==> config.mk <==
export PLATFORM = sky130hd
export DESIGN_NAME = dcc_track_gen
export DESIGN_NICKNAME = d
export VERILOG_FILES = /design/src/rtl/dcc_pkg.sv /design/src/rtl/dcc_tick_gen.sv /design/src/rtl/dcc_bit_fsm.sv /design/src/rtl/dcc_pkt_seq.sv /design/src/rtl/dcc_cutout.sv /design/src/rtl/dcc_track_gen.sv
export SDC_FILE = /design/constraint.sdc
export NUM_CORES = 1
export LEC_CHECK = 0
export BUFFER_PORTS_ARGS = -buffer_cell sky130_fd_sc_hd__clkbuf_2
export CORE_MARGIN = 8
export CORE_UTILIZATION = 54
export DETAILED_ROUTE_END_ITERATION = 7
export PLACE_DENSITY = 0.76
export SETUP_SLACK_MARGIN = 0.4
export SYNTH_ARGS = -nofsm -noshare
export SYNTH_HDL_FRONTEND = slang
export SYNTH_SLANG_ARGS = --single-unit
==> constraint.sdc <==
create_clock -name clk -period 4.8 [get_ports clk]
set_clock_uncertainty 0.2 [all_clocks]
set_input_delay 0 -clock clk [delete_from_list [all_inputs] [get_ports clk]]
set_output_delay 0 -clock clk [all_outputs]
set_load 0.02 [all_outputs]
==> src/rtl/dcc_pkg.sv <==
package dcc_pkg;
  typedef enum logic [2:0] {
    BP_START     = 3'd0,
    BP_MID_ONE   = 3'd1,
    BP_HIGH_ZERO = 3'd2,
    BP_MID_ZERO  = 3'd3,
    BP_LOW_ZERO  = 3'd4,
    BP_UNKNOWN   = 3'd5
  } bit_phase_e;

  typedef enum logic [1:0] {
    SQ_PRE  = 2'd0,
    SQ_DATA = 2'd1,
    SQ_END  = 2'd2
  } seq_phase_e;
endpackage

==> src/rtl/dcc_tick_gen.sv <==
module dcc_tick_gen #(
  parameter int unsigned PERIOD = 58
) (
  input  logic clk,
  input  logic rst_n,
  output logic tick
);
  localparam int unsigned CW = (PERIOD > 2) ? $clog2(PERIOD) : 1;

  logic [CW-1:0] cnt_q, cnt_d;

  assign tick = (cnt_q == CW'(PERIOD - 1));

  always_comb begin
    cnt_d = tick ? '0 : cnt_q + CW'(1);
  end

  always_ff @(posedge clk or negedge rst_n) begin
    if (!rst_n) cnt_q <= '0;
    else        cnt_q <= cnt_d;
  end
endmodule

==> src/rtl/dcc_bit_fsm.sv <==
module dcc_bit_fsm
  import dcc_pkg::*;
(
  input  logic clk,
  input  logic rst_n,
  input  logic tick,
  input  logic nxt_bit,
  output logic bit_req,
  output logic track
);
  bit_phase_e st_q, st_d;
  logic       trk_q, trk_d;

  assign bit_req = tick && (st_q == BP_START || st_q == BP_UNKNOWN);
  assign track   = trk_q;

  always_comb begin
    st_d  = st_q;
    trk_d = trk_q;
    if (tick) begin
      case (st_q)
        BP_START, BP_UNKNOWN: begin
          trk_d = 1'b1;
          st_d  = nxt_bit ? BP_MID_ONE : BP_HIGH_ZERO;
        end
        BP_MID_ONE:   begin trk_d = 1'b0; st_d = BP_START;    end
        BP_HIGH_ZERO: begin trk_d = 1'b1; st_d = BP_MID_ZERO; end
        BP_MID_ZERO:  begin trk_d = 1'b0; st_d = BP_LOW_ZERO; end
        BP_LOW_ZERO:  begin trk_d = 1'b0; st_d = BP_START;    end
        default:      begin trk_d = 1'b0; st_d = BP_UNKNOWN;  end
      endcase
    end
  end

  always_ff @(posedge clk or negedge rst_n) begin
    if (!rst_n) begin
      st_q  <= BP_UNKNOWN;
      trk_q <= 1'b0;
    end else if (tick) begin
      st_q  <= st_d;
      trk_q <= trk_d;
    end
  end


  track_on_tick_chk: assert property (@(posedge clk) disable iff (!rst_n)
    !$past(tick) |-> $stable(track));
endmodule

==> src/rtl/dcc_pkt_seq.sv <==
module dcc_pkt_seq
  import dcc_pkg::*;
#(
  parameter int unsigned PRE   = 16,
  parameter int unsigned NB    = 6,
  parameter int unsigned REP_W = 4
) (
  input  logic              clk,
  input  logic              rst_n,
  input  logic              bit_req,
  input  logic              main_i,
  input  logic              dbg_i,
  input  logic              cut_en_i,
  input  logic              ld_valid_i,
  input  logic [NB*8-1:0]   ld_bytes_i,
  input  logic [$clog2(NB+1)-1:0] ld_len_i,
  input  logic [REP_W-1:0]  ld_rep_i,
  output logic              nxt_bit,
  output logic              ready_o,
  output logic              window_o,
  output logic              arm_o,
  output logic              release_o,
  output logic              cut_ok_o
);
  localparam int unsigned PW = $clog2(PRE + 1);
  localparam int unsigned LW = $clog2(NB + 1);

  seq_phase_e             ph_q, ph_d;
  logic [PW-1:0]          rem_q, rem_d, rem_dec;
  logic [LW-1:0]          byte_q, byte_d, txlen_q, txlen_d, plen_q, plen_d;
  logic [3:0]             pos_q, pos_d;
  logic [NB-1:0][7:0]     tx_q, tx_d, pend_q, pend_d;
  logic [REP_W-1:0]       rep_q, rep_d, prep_q, prep_d;
  logic                   pvld_q, pvld_d, cut_q, cut_d, promote, take;

  assign rem_dec   = rem_q - PW'(1);
  assign ready_o   = !pvld_q;
  assign window_o  = (ph_q == SQ_PRE) && (rep_q == '0) && (rem_q < PW'(4)) && (rem_q > PW'(1));
  assign promote   = bit_req && (ph_q == SQ_PRE) && (rem_dec == PW'(1));
  assign release_o = bit_req && (ph_q == SQ_PRE) && (rem_dec == PW'(10));
  assign arm_o     = bit_req && (ph_q == SQ_END) && main_i && cut_en_i;
  assign cut_ok_o  = cut_q;
  assign take      = ld_valid_i && !pvld_q && (ld_len_i != '0) && (ld_len_i <= LW'(NB));

  always_comb begin
    case (ph_q)
      SQ_DATA: nxt_bit = (pos_q == 4'd8) ? 1'b0 : tx_q[byte_q][pos_q[2:0]];
      default: nxt_bit = 1'b1;
    endcase
  end

  always_comb begin
    ph_d = ph_q; rem_d = rem_q; byte_d = byte_q; pos_d = pos_q; cut_d = cut_q;
    tx_d = tx_q; txlen_d = txlen_q; rep_d = rep_q;
    pend_d = pend_q; plen_d = plen_q; prep_d = prep_q; pvld_d = pvld_q;
    if (bit_req) begin
      case (ph_q)
        SQ_PRE: begin
          rem_d = rem_dec;
          if (rem_dec == '0) begin
            ph_d = SQ_DATA; byte_d = '0; pos_d = 4'd8;
          end
        end
        SQ_DATA: begin
          if (pos_q == 4'd8) pos_d = 4'd7;
          else if (pos_q != 4'd0) pos_d = pos_q - 4'd1;
          else if (byte_q == txlen_q - LW'(1)) ph_d = SQ_END;
          else begin byte_d = byte_q + LW'(1); pos_d = 4'd8; end
        end
        default: begin
          ph_d  = SQ_PRE;
          rem_d = PW'(PRE);
          cut_d = main_i && cut_en_i;
        end
      endcase
    end
    if (promote) begin
      if (rep_q != '0) rep_d = rep_q - REP_W'(1);
      else if (pvld_q) begin
        tx_d = pend_q; txlen_d = plen_q; rep_d = prep_q; pvld_d = 1'b0;
      end else begin
        for (int k = 0; k < int'(NB); k++) tx_d[k] = 8'h00;
        if (main_i && !dbg_i) begin tx_d[0] = 8'hFF; tx_d[2] = 8'hFF; end
        txlen_d = LW'(3); rep_d = '0;
      end
    end
    if (take) begin
      pend_d = ld_bytes_i; plen_d = ld_len_i; prep_d = ld_rep_i; pvld_d = 1'b1;
    end
  end

  always_ff @(posedge clk or negedge rst_n) begin
    if (!rst_n) begin
      ph_q <= SQ_PRE; rem_q <= PW'(PRE); byte_q <= '0; pos_q <= 4'd8; cut_q <= 1'b0;
      tx_q <= '0; txlen_q <= LW'(3); rep_q <= '0;
      pend_q <= '0; plen_q <= LW'(1); prep_q <= '0; pvld_q <= 1'b0;
    end else begin
      ph_q <= ph_d; rem_q <= rem_d; byte_q <= byte_d; pos_q <= pos_d; cut_q <= cut_d;
      tx_q <= tx_d; txlen_q <= txlen_d; rep_q <= rep_d;
      pend_q <= pend_d; plen_q <= plen_d; prep_q <= prep_d; pvld_q <= pvld_d;
    end
  end


  refused_load_chk: assert property (@(posedge clk) disable iff (!rst_n)
    (ld_valid_i && pvld_q) |=> $stable(pend_q));

  window_on_step_chk: assert property (@(posedge clk) disable iff (!rst_n)
    $rose(window_o) |-> $past(bit_req));

  byte_in_range_chk: assert property (@(posedge clk) disable iff (!rst_n)
    (ph_q == SQ_DATA) |-> (byte_q < txlen_q));
endmodule

==> src/rtl/dcc_cutout.sv <==
module dcc_cutout #(
  parameter int unsigned DLY = 145
) (
  input  logic clk,
  input  logic rst_n,
  input  logic arm,
  input  logic release_i,
  output logic brake
);
  localparam int unsigned CW = $clog2(DLY + 1);

  logic [CW-1:0] cnt_q, cnt_d;
  logic          run_q, run_d, brk_q, brk_d;

  assign brake = brk_q;

  always_comb begin
    cnt_d = cnt_q; run_d = run_q; brk_d = brk_q;
    if (arm) begin
      cnt_d = '0; run_d = 1'b1;
    end else if (release_i) begin
      run_d = 1'b0; brk_d = 1'b0;
    end else if (run_q) begin
      if (cnt_q == CW'(DLY - 1)) begin
        run_d = 1'b0; brk_d = 1'b1;
      end else begin
        cnt_d = cnt_q + CW'(1);
      end
    end
  end

  always_ff @(posedge clk or negedge rst_n) begin
    if (!rst_n) begin
      cnt_q <= '0; run_q <= 1'b0; brk_q <= 1'b0;
    end else begin
      cnt_q <= cnt_d; run_q <= run_d; brk_q <= brk_d;
    end
  end


  release_drops_chk: assert property (@(posedge clk) disable iff (!rst_n)
    (release_i && !arm) |=> !brake);
endmodule

==> src/rtl/dcc_track_gen.sv <==
module dcc_track_gen #(
  parameter int unsigned CLK_HZ    = 50_000_000,
  parameter int unsigned TICK_US   = 58,
  parameter int unsigned CUT_US    = 145,
  parameter int unsigned PREAMBLE  = 16,
  parameter int unsigned MAX_BYTES = 6,
  parameter int unsigned REP_W     = 4
) (
  input  logic                   clk,
  input  logic                   rst_n,
  input  logic                   main_trk_i,
  input  logic                   cut_en_i,
  input  logic                   dbg_i,
  input  logic                   ld_valid_i,
  input  logic [MAX_BYTES*8-1:0] ld_bytes_i,
  input  logic [$clog2(MAX_BYTES+1)-1:0] ld_len_i,
  input  logic [REP_W-1:0]       ld_rep_i,
  output logic                   track_o,
  output logic                   brake_o,
  output logic                   ready_o,
  output logic                   remind_win_o
);
  localparam int unsigned CYC_PER_US = CLK_HZ / 1_000_000;
  localparam int unsigned TICK_CYC   = CYC_PER_US * TICK_US;
  localparam int unsigned CUT_CYC    = CYC_PER_US * CUT_US;

  logic [1:0] rst_sync_q;
  logic       rst_n_s, tick, bit_req, nxt_bit, arm, rel, cut_ok;

  always_ff @(posedge clk or negedge rst_n) begin
    if (!rst_n) rst_sync_q <= 2'b00;
    else        rst_sync_q <= {rst_sync_q[0], 1'b1};
  end
  assign rst_n_s = rst_sync_q[1];

  dcc_tick_gen #(.PERIOD(TICK_CYC)) u_tick (
    .clk(clk), .rst_n(rst_n_s), .tick(tick));

  dcc_bit_fsm u_bits (
    .clk(clk), .rst_n(rst_n_s), .tick(tick), .nxt_bit(nxt_bit),
    .bit_req(bit_req), .track(track_o));

  dcc_pkt_seq #(.PRE(PREAMBLE), .NB(MAX_BYTES), .REP_W(REP_W)) u_seq (
    .clk(clk), .rst_n(rst_n_s), .bit_req(bit_req), .main_i(main_trk_i),
    .dbg_i(dbg_i), .cut_en_i(cut_en_i), .ld_valid_i(ld_valid_i),
    .ld_bytes_i(ld_bytes_i), .ld_len_i(ld_len_i), .ld_rep_i(ld_rep_i),
    .nxt_bit(nxt_bit), .ready_o(ready_o), .window_o(remind_win_o),
    .arm_o(arm), .release_o(rel), .cut_ok_o(cut_ok));

  dcc_cutout #(.DLY(CUT_CYC)) u_cut (
    .clk(clk), .rst_n(rst_n_s), .arm(arm), .release_i(rel), .brake(brake_o));


  brake_needs_arm_chk: assert property (@(posedge clk) disable iff (!rst_n_s)
    $rose(brake_o) |-> cut_ok);
endmodule

==> results.py, run 1 <==
metrics = {
    "run_status": {
        "run_status": "completed",
    },
    "timing": {
        "grt_setup_unrepaired": "no",
        "tns_ns": 0,
        "period_share_pct": 68.8,
        "max_slew_margin_pct": 24.6,
        "min_period_ns": 3.30,
        "finalSetupViolCount": 0,
        "slew_violations": 0,
        "worst_pin_slew_ns": 1.13,
        "hold_viol_final": 0,
        "fmax_mhz": 303,
    },
    "yosys": {
        "syn_area_um2": 7840,
        "synth_edf_count": 0,
        "ys_warn_count": 0,
        "synthesis.nets": 783,
        "synthDistinctLibCells": 73,
        "postSynthRegisterBits": 158,
        "syn_avg_cell_area_um2": 11.0,
        "yosysSeqAreaShare_pct": 50.5,
        "yosys_most_used_dff": "dfrtp_1",
        "ys_async_sr_fraction_pct": 100,
        "syn-instance-count": 712,
    },
    "cts": {
        "clock_sinks": 158,
        "cts_resized": 0,
        "worst_skew_pair.late_latency_ns": 0.43,
        "tritoncts": "built",
        "clkTransAtPathRegs_ns": 0.07,
        "cts_buffers": 17,
        "htree_levels": 4,
        "cts_root_buf": "clkbuf_16",
        "clockBufferDepth": 2,
    },
    "routing": {
        "drc": 0,
        "wl_per_cell_um": 17.1,
        "drt-total-wl_mm": 17.3,
        "via_per_inst": 5.79,
        "ant_nets": 0,
        "firstDrtPassIters": 5,
        "drtIter0Drc": 430,
        "routed-via-count": 5888,
    },
    "final_layout": {
        "design_area_um2": 9410,
        "finish.utilization_pct": 65.5,
        "syn2layout_area_growth_pct": 20.0,
        "drive_gt1_share_pct": 23.8,
        "nets": 891,
        "diodes": 0,
    },
    "critical_path": {
        "critPathSlowestCell": "and4_1",
        "cp_slowest_stage_delay_ns": 0.75,
        "critPathMaxFanout": 36,
        "path_cells": "inv_1 -> ha_1 -> o41ai_1 -> and4_1 -> nand2_4 -> a21o_1",
        "start_kind": "flip-flop",
        "crit_path_end_kind": "flip-flop",
        "crit_type": "flip-flop to flip-flop",
        "critPathArrivalTime_ns": 3.42,
        "worstPathRequired_ns": 4.92,
    },
    "global_route": {
        "antenna_found_initial": 0,
        "grt_pass1_wl_mm": 29.3,
        "grt_overflow_total": 0,
        "grt_max_degree": 89,
        "groute.usage.overall_pct": 19.5,
        "grt_pass1_vias": 6090,
    },
    "pwr": {
        "power_density_nw_per_um2": 378,
        "power_leakage_nw": 4.23,
        "vdd_drop_max_mv": 0.287,
    },
    "floorplanning": {
        "core_area_um2": 14400,
        "die_area_um2": 18600,
        "core.rowCount": 44,
        "die_x_um": 137,
        "io_pins": 65,
        "die_h_um": 137,
        "start_util_pct": 54.6,
    },
    "place": {
        "io_buffers": 64,
        "gp_congestion": 0.832,
        "post_dp_cell_area_um2": 8250,
        "dp_hpwl_mm": 11.6,
    },
    "job": {
        "cap_violations": 0,
    },
    "worst_hold_path": {
        "hold_class": "input port to flip-flop",
    },
}
-- layer usage --
layer	global-route usage, %	part of all wire [%]
met3	5.36	4.6
met1	24.5	45
met2	31.4	49
met5	0	0
met4	7.44	1.9
-- cell usage in the layout, fill, tap and decap left out, types with 13 or more instances in the layout --
cell / count
dfrtp_1: 149
clkbuf_2: 64
nand2_1: 62
dlygate4sd3_1: 60
mux2_2: 55
inv_1: 52
a21oi_1: 44
mux2i_1: 37
nor2_1: 26
a31oi_1: 23
nand3_1: 19
clkbuf_16: 17
nor3_1: 13
-- critical path: cells and delay by family (launching register included) --
kind,cells,cell delay [ns]
adder cells (fa/ha/maj),1,0.29
flip-flops,1,0.51
buffers and inverters,1,0.15
AO/OA/AOI/OAI,2,0.74
AND/OR/NAND/NOR,2,1.28
-- worst paths after layout --
| check | from | to | slack, ns | cells after the start |
|---|---|---|---|---|
| max in group asynchronous | rst_sync_q[1]$_DFF_PN0_ | u_seq.rem_q[4]$_DFFE_PN1P_ | 3.03 | 1 |
| worst min register to register | rst_sync_q[0]$_DFF_PN0_ | rst_sync_q[1]$_DFF_PN0_ | 0.14 | 0 |
| worst max register to register | u_seq.rem_q[0]$_DFFE_PN0P_ | u_seq.pvld_q$_DFFE_PN0P_ | 1.50 | 6 |
| worst max-delay path | u_seq.rem_q[0]$_DFFE_PN0P_ | u_seq.pvld_q$_DFFE_PN0P_ | 1.50 | 6 |
| worst min-delay path | ld_valid_i | u_seq.pvld_q$_DFFE_PN0P_ | 0.04 | 4 |
| min in group asynchronous | rst_n | rst_sync_q[1]$_DFF_PN0_ | 0.21 | 3 |
-- logic make-up after synthesis --
family / Yosys count / synth area share (%)
buffers and inverters: 95 / 5.52
muxes: 103 / 15.4
other: 1 / 0.0478
xor gates and xnor gates: 16 / 1.98
DFF: 158 / 50.5
AOI/OAI and AO/OA: 134 / 11.4
and+or+nand+nor: 195 / 13.6
adders and majority gates: 10 / 1.60
-- synthesized netlist by cell type (7+ instances only) --
cell / instances / share of area [%]
clkbuf_1: 21 / 1.0
mux2i_1: 37 / 4.7
xnor2_1: 10 / 1.1
nand2_1: 62 / 3.0
inv_1: 52 / 2.5
nand3_1: 19 / 1.2
a21oi_1: 44 / 2.8
mux4_2: 8 / 2.3
o21ai_0: 8 / 0.51
dfrtp_1: 151 / 48
buf_2: 10 / 0.64
mux2_2: 55 / 7.9
ha_1: 10 / 1.6
buf_4: 7 / 0.67
or3_1: 10 / 0.80
nand2b_1: 7 / 0.56
nor2_1: 26 / 1.2
a31oi_1: 23 / 1.8
dfstp_2: 7 / 2.3
nor3_1: 13 / 0.83
-- per-stage QoR --
stage,hold WS [ns],total power (W),setup WS (ns),instances
after global routing,0.0628,0.00373,1.36,1017
after CTS,0.0288,0.00359,1.56,1017
after floorplan,-0.496,0.00210,1.99,712
final,0.0440,0.00356,1.50,1017
after global placement,-0.415,0.00224,1.69,925
after detailed placement,-0.414,0.00228,1.57,925
-- area by class of cell --
| cell class | instances | area (um^2) |
|---|---|---|
| tap | 184 | 230 |
| timing repair buffer | 132 | 993 |
| multi-input combinational | 459 | 3470 |
| fill | 1057 | 4960 |
| sequential | 158 | 3970 |
| inverter | 52 | 195 |
| clock inverter | 15 | 131 |
| clock buffer | 17 | 425 |
-- where the power goes --
part | leakage (nW) | switching [W] | internal, W
Combinational | 2.05 | 0.000219 | 0.000318
Sequential | 1.90 | 0.000163 | 0.00159
Clock | 0.275 | 0.000588 | 0.000680
Total | 4.23 | 0.000971 | 0.00258
-- flip-flops by register name, indices dropped and copies added, names as in the netlist, 3 cells and up --
| register | flops |
|---|---|
| u_seq.pend_q | 48 |
| u_seq.tx_q | 48 |
| u_cut.cnt_q | 13 |
| u_tick.cnt_q | 12 |
| u_seq.rem_q | 5 |
| u_seq.pos_q | 4 |
| u_seq.prep_q | 4 |
| u_seq.rep_q | 4 |
| u_bits.st_q | 3 |
| u_seq.byte_q | 3 |
| u_seq.plen_q | 3 |
| u_seq.txlen_q | 3 |
-- what timing repair did --
item	4_1_cts	5_1_grt
hold endpoints to repair	73	0
setup buffers	0	0
hold buffers	60	0
Note: power is estimated with default switching activity, not from simulation.
==> run 2: changes to the inputs <==
--- a/config.mk
+++ b/config.mk
@@ -5,6 +5,7 @@
 export SDC_FILE = /design/constraint.sdc
 export NUM_CORES = 1
 export LEC_CHECK = 0
+export ABC_AREA = 1
 export BUFFER_PORTS_ARGS = -buffer_cell sky130_fd_sc_hd__clkbuf_2
 export CORE_MARGIN = 8
 export CORE_UTILIZATION = 54
==> constraint.sdc (replaced) <==
create_clock -name clk -period 2.8 [get_ports clk]
set_clock_uncertainty 0.2 [all_clocks]
set_input_delay 0 -clock clk [delete_from_list [all_inputs] [get_ports clk]]
set_output_delay 0 -clock clk [all_outputs]
set_load 0.02 [all_outputs]
==> results.py, run 2 <==
metrics = {
    "floorplanning": {
        "die_h_um": 135,
        "core_area_um2": 13900,
        "die_x_um": 135,
        "io_pins": 65,
        "core.rowCount": 43,
        "start_util_pct": 55.2,
        "die_area_um2": 18300,
    },
    "critical_path": {
        "cp_slowest_stage_delay_ns": 0.57,
        "worstPathRequired_ns": 2.90,
        "critPathMaxFanout": 17,
        "crit_type": "flip-flop to flip-flop",
        "critPathArrivalTime_ns": 2.43,
        "critPathSlowestCell": "dlygate4sd3_1",
        "crit_path_end_kind": "flip-flop",
        "start_kind": "flip-flop",
        "path_cells": "buf_4 -> inv_1 -> nand4_1 -> clkbuf_16 -> nor2_2 -> a21oi_1 -> dlygate4sd3_1",
    },
    "yosys": {
        "synthesis.nets": 966,
        "yosysTopAreaCell": "dfrtp_1",
        "syn_area_um2": 7670,
        "yosys_most_used_dff": "dfrtp_1",
        "synth_top_area_share_pct": 49.3,
        "synth_edf_count": 0,
        "postSynthRegisterBits": 158,
        "synth_area_leaders": "dfrtp_1, nand2_1, inv_1, nand3_1, o21ai_0",
        "ys_async_sr_fraction_pct": 100,
        "syn_avg_cell_area_um2": 8.57,
        "synthDistinctLibCells": 45,
        "synth_common_cells": "nand2_1, dfrtp_1, inv_1",
        "yosysSeqAreaShare_pct": 51.7,
        "syn-instance-count": 895,
        "post-synth-top-count-cell": "nand2_1",
        "ys_warn_count": 0,
    },
    "routing": {
        "ant_nets": 0,
        "drtIter0Drc": 544,
        "wl_per_cell_um": 15.9,
        "firstDrtPassIters": 6,
        "drt-total-wl_mm": 19.7,
        "via_per_inst": 5.33,
        "routed-via-count": 6616,
        "drc": 0,
    },
    "timing": {
        "worst_pin_slew_ns": 0.578,
        "max_slew_margin_pct": 61.4,
        "tns_ns": 0,
        "fmax_mhz": 431,
        "min_period_ns": 2.32,
        "period_share_pct": 82.9,
        "hold_viol_final": 0,
        "finalSetupViolCount": 0,
        "slew_violations": 0,
        "grt_setup_unrepaired": "no",
    },
    "final_layout": {
        "n_fill_cell": 1051,
        "drive_gt1_share_pct": 19.3,
        "nets": 1118,
        "finish.utilization_pct": 70.6,
        "layoutNonFillerInstCount": 1241,
        "regArea_um2": 3970,
        "syn2layout_area_growth_pct": 27.8,
        "final_cell_mix": "nand2_1, dfrtp_1, inv_1",
        "largestRegisters": "u_seq.pend_q: 48 flops, u_seq.tx_q: 48 flops, u_cut.cnt_q: 13 flops",
        "mostFrequentLayoutCell": "nand2_1",
        "multi_input_area_um2": 3130,
    },
    "pwr": {
        "power_density_nw_per_um2": 482,
        "power_leakage_nw": 4.86,
        "p_total_w": 0.00473,
        "vdd_drop_max_mv": 0.437,
    },
    "job": {
        "cap_violations": 0,
    },
    "cts": {
        "worst_skew_pair.late_latency_ns": 0.43,
        "clockBufferDepth": 2,
        "clock_sinks": 158,
        "clkTransAtPathRegs_ns": 0.06,
        "cts_root_buf": "clkbuf_16",
        "tritoncts": "built",
        "cts_buffers": 17,
        "htree_levels": 4,
    },
    "global_route": {
        "grt_pass1_wl_mm": 30.2,
        "groute.usage.overall_pct": 20.5,
        "grt_max_degree": 71,
        "antenna_found_initial": 1,
        "grt_pass1_vias": 6259,
        "grt_overflow_total": 0,
    },
    "place": {
        "placed_cells": 1115,
        "io_buffers": 64,
        "gp_congestion": 0.867,
        "dp_hpwl_mm": 11.5,
    },
    "worst_hold_path": {
        "hold_class": "input port to flip-flop",
    },
    "run_status": {
        "run_status": "completed",
    },
}
## run 2: changes by cell type after synthesis, sizes merged, moves of 6 or more
cell | before | now
nand2 | 64 | 173
inv | 52 | 127
nand3 | 19 | 82
nor2 | 26 | 84
o21ai | 14 | 70
mux2 | 58 | 14
mux2i | 37 | 0
a31oi | 23 | 1
o22ai | 5 | 18
or3 | 10 | 0
mux4 | 8 | 0
nand2b | 7 | 0
xor2 | 5 | 11
## run 2: final timing paths
kind | from | to | slack (ns) | cells after the start
min | main_trk_i | u_cut.cnt_q[12]$_DFFE_PN0P_ | 0.01 | 5
max in group asynchronous | rst_sync_q[1]$_DFF_PN0_ | u_seq.rem_q[4]$_DFFE_PN1P_ | 1.57 | 1
max | u_seq.pvld_q$_DFFE_PN0P_ | u_seq.pend_q[34]$_DFFE_PN0P_ | 0.48 | 7
max reg2reg | u_seq.pvld_q$_DFFE_PN0P_ | u_seq.pend_q[34]$_DFFE_PN0P_ | 0.48 | 7
min in group asynchronous | rst_sync_q[1]$_DFF_PN0_ | u_seq.pend_q[36]$_DFFE_PN0P_ | 0.05 | 0
min reg2reg | rst_sync_q[1]$_DFF_PN0_ | u_seq.pend_q[36]$_DFFE_PN0P_ | 0.05 | 0
## run 2: repair_timing
| action | 4_1_cts | 5_1_grt |
|---|---|---|
| setup endpoints to repair | 15 | 77 |
| gates cloned | 0 | 8 |
| setup buffers | 0 | 19 |
| hold buffers | 66 | 0 |
| hold endpoints to repair | 60 | 0 |
| gates resized for setup | 2 | 30 |
| pin swaps | 0 | 10 |
## run 2: power by group
part	switching [W]	total [W]	internal [W]
Clock	0.000897	0.00228	0.00138
Sequential	0.00000764	0.00229	0.00229
Combinational	0.0000670	0.000157	0.0000896
## run 2: metal layers
layer	GRT usage [%]	wire, um	vias to the layer above
met3	5.12	1320	42
li1	-	-	3182
met4	7.22	401	0
met1	27.7	8830	3169
met2	31.4	9150	223
met5	0	0	-
## run 2: final cells by class
class / instances / area share [%]
antenna: 1 / 0.0255
multi-input combinational: 572 / 32.0
inverter: 130 / 5.13
clock buffer: 25 / 4.96
sequential: 158 / 40.5
clock inverter: 7 / 0.920
tap: 180 / 2.30
timing repair buffer: 168 / 14.2
## run 2: kinds of logic after synthesis
logic type | count (synthesis) | synth area share (%)
AOI/OAI and AO/OA | 150 | 12.1
xor gates and xnor gates | 16 | 1.83
adders and majority gates | 10 | 1.63
buffers and inverters | 167 | 8.91
DFF | 158 | 51.7
muxes | 14 | 2.06
other | 1 | 0.0489
and+or+nand+nor | 379 | 21.7
## run 2: per-stage QoR
step / setup WS (ns) / hold WS [ns] / instance area (um^2)
floorplan: 0.763 / -0.496 / 7670
detailed placement: 0.309 / -0.411 / 8170
CTS: 0.416 / 0.00324 / 9420
finish: 0.478 / 0.0119 / 9800
global placement: 0.378 / -0.413 / 8170
global route: 0.360 / 0.0337 / 9800
## run 2: worst max-delay path: cells and delay by family (launching register included)
family / cells / cell delay, ns
compound gates: 1 / 0.07
simple gates: 2 / 0.37
flops: 1 / 0.37
buf+inv: 4 / 1.19
